===== src/rtl/fpCmpPkg.sv =====
package fpCmpPkg;
  // Strobes the control hands to the datapath each cycle
  typedef struct packed {
    logic loadCodes;
    logic issuePop;
  } cmpStrobe_t;

  typedef enum logic [2:0] {
    CC_GREATER   = 3'b000,
    CC_LESS      = 3'b001,
    CC_EQUAL     = 3'b100,
    CC_UNORDERED = 3'b111
  } ccCode_e;
endpackage


===== src/rtl/fpCmpControl.sv =====
module fpCmpControl
  import fpCmpPkg::*;
(
  input  logic       clk,
  input  logic       rstN,
  input  logic       cmpValid,
  input  logic       popReq,
  output cmpStrobe_t strobe,
  output logic       popPulse
);
  always_comb begin
    strobe.loadCodes = cmpValid;
    strobe.issuePop  = cmpValid & popReq;
  end

  always_ff @(posedge clk or negedge rstN) begin
    if (!rstN) popPulse <= 1'b0;
    else       popPulse <= strobe.issuePop;
  end


  pop_follows_req_chk: assert property (@(posedge clk) disable iff (!rstN)
    cmpValid && popReq |=> popPulse);

  pop_has_cause_chk: assert property (@(posedge clk) disable iff (!rstN)
    popPulse |-> $past(cmpValid) && $past(popReq));
endmodule


===== src/rtl/fpCmpDatapath.sv =====
module fpCmpDatapath
  import fpCmpPkg::*;
#(
  parameter int EXP_W = 15,
  parameter int MAN_W = 64
) (
  input  logic             clk,
  input  logic             rstN,
  input  cmpStrobe_t       strobe,
  input  logic             stSign,
  input  logic [EXP_W-1:0] stExp,
  input  logic [MAN_W-1:0] stMant,
  input  logic             srcSign,
  input  logic [EXP_W-1:0] srcExp,
  input  logic [MAN_W-1:0] srcMant,
  output logic             ccC3,
  output logic             ccC2,
  output logic             ccC0,
  output logic             invalidOp
);
  localparam logic [EXP_W-1:0] EXP_SPECIAL = {EXP_W{1'b1}};
  localparam int               MAG_W       = EXP_W + MAN_W;

  logic             stNan, srcNan, unordered;
  logic             stZero, srcZero;
  logic [MAG_W-1:0] stMag, srcMag;
  logic             magGt, magEq;
  ccCode_e          nextCode;

  always_comb begin
    stNan     = (stExp == EXP_SPECIAL) && (stMant[MAN_W-2:0] != '0);
    srcNan    = (srcExp == EXP_SPECIAL) && (srcMant[MAN_W-2:0] != '0);
    unordered = stNan | srcNan;
    stZero    = (stExp == '0) && (stMant == '0);
    srcZero   = (srcExp == '0) && (srcMant == '0);
    stMag     = {stExp, stMant};
    srcMag    = {srcExp, srcMant};
    magGt     = stMag > srcMag;
    magEq     = stMag == srcMag;
  end

  always_comb begin
    if (unordered)
      nextCode = CC_UNORDERED;
    else if (stZero && srcZero)
      nextCode = CC_EQUAL;
    else if (stSign != srcSign)
      nextCode = stSign ? CC_LESS : CC_GREATER;
    else if (magEq)
      nextCode = CC_EQUAL;
    else if (magGt ^ stSign)
      nextCode = CC_GREATER;
    else
      nextCode = CC_LESS;
  end

  always_ff @(posedge clk or negedge rstN) begin
    if (!rstN) begin
      {ccC3, ccC2, ccC0} <= 3'b000;
      invalidOp          <= 1'b0;
    end else if (strobe.loadCodes) begin
      {ccC3, ccC2, ccC0} <= nextCode;
      invalidOp          <= unordered;
    end
  end


  hold_when_idle_chk: assert property (@(posedge clk) disable iff (!rstN)
    !strobe.loadCodes |=> $stable({ccC3, ccC2, ccC0, invalidOp}));

  invalid_means_unordered_chk: assert property (@(posedge clk) disable iff (!rstN)
    invalidOp |-> ccC3 && ccC2 && ccC0);

  legal_code_chk: assert property (@(posedge clk) disable iff (!rstN)
    ccC2 |-> ccC3 && ccC0);

  equal_xor_less_chk: assert property (@(posedge clk) disable iff (!rstN)
    !ccC2 |-> $countones({ccC3, ccC0}) <= 1);
endmodule


===== src/rtl/fpCmpCoder.sv =====
module fpCmpCoder
  import fpCmpPkg::*;
#(
  parameter int EXP_W = 15,
  parameter int MAN_W = 64
) (
  input  logic             clk,
  input  logic             rstN,
  input  logic             cmpValid,
  input  logic             popReq,
  input  logic             stSign,
  input  logic [EXP_W-1:0] stExp,
  input  logic [MAN_W-1:0] stMant,
  input  logic             srcSign,
  input  logic [EXP_W-1:0] srcExp,
  input  logic [MAN_W-1:0] srcMant,
  output logic             ccC3,
  output logic             ccC2,
  output logic             ccC0,
  output logic             invalidOp,
  output logic             popPulse
);
  cmpStrobe_t strobe;

  fpCmpControl u_ctrl (
    .clk      (clk),
    .rstN     (rstN),
    .cmpValid (cmpValid),
    .popReq   (popReq),
    .strobe   (strobe),
    .popPulse (popPulse)
  );

  fpCmpDatapath #(.EXP_W(EXP_W), .MAN_W(MAN_W)) u_dp (
    .clk       (clk),
    .rstN      (rstN),
    .strobe    (strobe),
    .stSign    (stSign),
    .stExp     (stExp),
    .stMant    (stMant),
    .srcSign   (srcSign),
    .srcExp    (srcExp),
    .srcMant   (srcMant),
    .ccC3      (ccC3),
    .ccC2      (ccC2),
    .ccC0      (ccC0),
    .invalidOp (invalidOp)
  );
endmodule


===== config.mk =====
export PLATFORM = sky130hd
export DESIGN_NAME = fpCmpCoder
export DESIGN_NICKNAME = d
export VERILOG_FILES = /design/src/rtl/fpCmpPkg.sv /design/src/rtl/fpCmpControl.sv /design/src/rtl/fpCmpDatapath.sv /design/src/rtl/fpCmpCoder.sv
export SDC_FILE = /design/constraint.sdc
export NUM_CORES = 1
export LEC_CHECK = 0
export CAP_MARGIN = 10
export CORE_MARGIN = 10
export CORE_UTILIZATION = 50
export DETAILED_ROUTE_END_ITERATION = 10
export DONT_BUFFER_PORTS = 1
export GPL_TIMING_DRIVEN = 1
export SYNTH_ARGS = -nofsm -noshare
export SYNTH_HDL_FRONTEND = slang
export SYNTH_HIERARCHICAL = 1
export SYNTH_SLANG_ARGS = --single-unit

===== constraint.sdc =====
create_clock -name clk -period 1.15 [get_ports clk]
set_clock_uncertainty 0.05 [all_clocks]
set_input_delay 0.115 -clock clk [delete_from_list [all_inputs] [get_ports clk]]
set_output_delay 0.115 -clock clk [all_outputs]
set_load 0.005 [all_outputs]

==> impl_results.md <==
- Synth Instances: approximately 370
- CTS tree: done
- Vias in the first global route: ~3.0k
- Post-synth top flop: dfrtp_1
- Fill cell count: 426
- DRT iter0 DRCs: 115
- Family with the most delay on the worst path: simple AND/OR/NAND/NOR gates
- Ys Warns: 6
- Gr usage total: 0.2089
- Asr flop ratio synth: 1.000
- Post-Route WL: approximately 10000 um
- Worst setup SP type: input pin
- Diode count: 0
- Post-DR vias/cell: 6.324
- Htree depth: 1
- Synth Register Bits: 4
- Peak VDD IR: 0.6061 mV
- Io pins: 169
- Max-Slew Margin vs Limit: 0.7091
- Area growth, synth to finish: 37.21%
- Sequential fraction of the synthesis area: 0.03735
- Number of synthesized flops with an enable pin: 0
- Worst-Margin Slew: 425.4 ps
- RD Place Congestion: 0.8723
- Drt pass-1 iters: 4
- CP startpoint: srcMant[55]
- WP data required: between 1000 and 1500 ps
- Fin cells: 469
- Failing checks: negative setup slack
- Library cells used by synthesis: 40
- Setup crit end kind: register
- Core area: 5140 sq um
- Synth Cell Area: 2680 sq um
- Final Hold Vio Count: 0
- Wire length per cell: 22.09 um
- Largest net degree at the start of global routing: 5
- Pwr/cell area: 405.8 nW/um^2
- Max-Cap Viols: 0
- Place WS: -785.8 ps
- WP data arrival: 1790 ps
- DR DRC count: 0
- Root buffer cell: clkbuf_8
- I/O Buffers: 0
- GRT overflow: 0
- Die width: 93.21 um
- Dpl cells: 461
- Crit Path Class: input pin to register
- Cell chain of the critical path: inv_1 > ha_4 > nand4_1 > nor4_4 > nand3_2 > nor3_4 > o31ai_2 > a31oi_1 > o31ai_4
- Number of nets in the layout: around 640
- Slack of the critical path: -617.6 ps
- Share of cells above drive strength 1: 0.2882
- Status: finished with violations
- Slew Limit Fails: 0
- Clock Path Buffers: 2
- CP max stage delay: 350 ps
- Vias post-DR: about 3k
- First-pass GRT wire length: 15150 um
- Clock slew at reported path FFs: approximately 30 ps
- Site Rows: 26
- Leak: roughly 1.6 nW
- DP Wirelength: between 8000 and 9000 um
- Slowest stage cell, crit path: nor4_4
- Area of the multi-input gates: between 2000 and 3000 sq um
- Die height: 93.21 um
- RSZ-0062 raised after global routing: yes
- Worst min-delay path startpoint: cmpValid
- Inserted Clock Buffers: 3
- Final min period: 1768 ps
- Syn_nets: 615
- Initial core utilization: 0.5214
- Antenna violations before repair: 0
- Maximum net fanout on the critical path: 3
- Count of buffer and inverter cells on the critical path: 1
- Post-route design area: ~3700 sq um
- Sequential cell area: 100.1 sq um
- Clk sinks: 4
- Endpoints failing setup: 3
- Max frequency: 565.7 MHz
- Tightest Hold Check Type: input pin to register
- Detail Route Antenna Nets: 0
- Skew-Pair Late Insertion Delay: 210 ps
- Period utilisation layout: 1.537
- Die area: approximately 8700 sq um
- Syn_area_per_cell: ~7.2 sq um
- Post-DP Area: just over 3000 sq um
- R2R Path Start: u_dp/ccC0$_DFFE_PN0P_
[power by group]
| part | leakage [nW] | switching, mW | internal, mW |
|---|---|---|---|
| Clock | 0.0216 | 0.0700 | 0.223 |
| Sequential | 0.0485 | 0.00973 | 0.153 |
| Combinational | 1.54 | 0.497 | 0.539 |
[synth_stat cells, types with 5 or more instances]
cell | instances | area, sq um
a211oi_1 | 5 | 37.54
a21o_1 | 5 | 37.54
a21oi_1 | 29 | 145.1
ha_1 | 79 | 988.5
inv_1 | 79 | 296.5
nand2_1 | 21 | 78.83
nand3_1 | 11 | 55.05
nand4_1 | 25 | 156.4
nor2_1 | 10 | 37.54
nor3_1 | 9 | 45.04
nor4_1 | 40 | 250.2
o21a_1 | 5 | 37.54
o21ai_0 | 10 | 50.05
[path summary, 6_finish.rpt]
path                                         endpoint  slack [ps]  depth (start not counted)
worst max-delay path            u_dp/ccC0$_DFFE_PN0P_        -620                          9
worst min-delay path            u_dp/ccC2$_DFFE_PN0P_          80                          2
worst max register to register  u_dp/ccC0$_DFFE_PN0P_         -10                          3
worst min register to register  u_dp/ccC2$_DFFE_PN0P_         510                          1
max in group asynchronous       u_dp/ccC2$_DFFE_PN0P_         760                          1
min in group asynchronous       u_dp/ccC3$_DFFE_PN0P_         120                          1
[cells in the final DEF, fill, tap and decap left out, types with 6 or more instances in the layout]
cell	count
inv_1	68
ha_1	49
ha_4	30
nor4_1	26
nand4_1	25
buf_4	23
a21oi_1	23
nand2_1	20
nor2_1	10
nand3_1	10
nor4_2	9
o21ai_0	9
inv_2	8
nor4_4	7
a21oi_2	6
[layout make-up]
cell class	instances	area share
well taps	70	0.02382
clock buffers	3	0.01123
inverters	80	0.08778
multi-input cells	286	0.7948
repair buffers	26	0.05512
flip-flops and latches	4	0.02722
[timing repair]
action / 4_1_cts / 5_1_grt
setup endpoints to repair: 3 / 3
resized for setup: 29 / 34
setup buffers: 2 / 0
endpoints found under the hold margin: 7 / 0
pin swaps: 13 / 23
hold buffers: 3 / 0
[per-stage QoR]
stage               TNS (ps)  hold slack [ps]  power, mW  utilization
floorplan              -1062           -230.6     0.7933            -
global placement       -2013           -230.5     0.9701       0.6069
detailed placement     -2072           -230.4     0.9860       0.6069
CTS                    -1106            40.61      1.354       0.6653
global route           -1560            88.45      1.638       0.7154
finish                 -1332            83.86      1.492       0.7154
[flip-flops by register name (all words and copies together), names as in the netlist]
register and count:
u_dp/ccC0 1, u_dp/ccC3 1, u_ctrl/popPulse 1, u_dp/ccC2 1
[logic make-up (layout without fill, tap and decap cells)]
kind of cell	count (synthesis)	count (layout)	share of synthesized area
flops	4	4	0.03735
simple gates	137	137	0.3086
fa+ha+maj	79	79	0.3688
compound gates	70	70	0.1676
buf+inv	82	109	0.1176
[routing by layer]
metal	routed length (um)	vias up	GRT usage
met5	0	-	0
met4	100	0	0.01928
met3	1341	12	0.08153
met2	5051	142	0.3627
met1	3864	1355	0.2450
li1	-	1457	-
(Power assumes the default switching activity.)
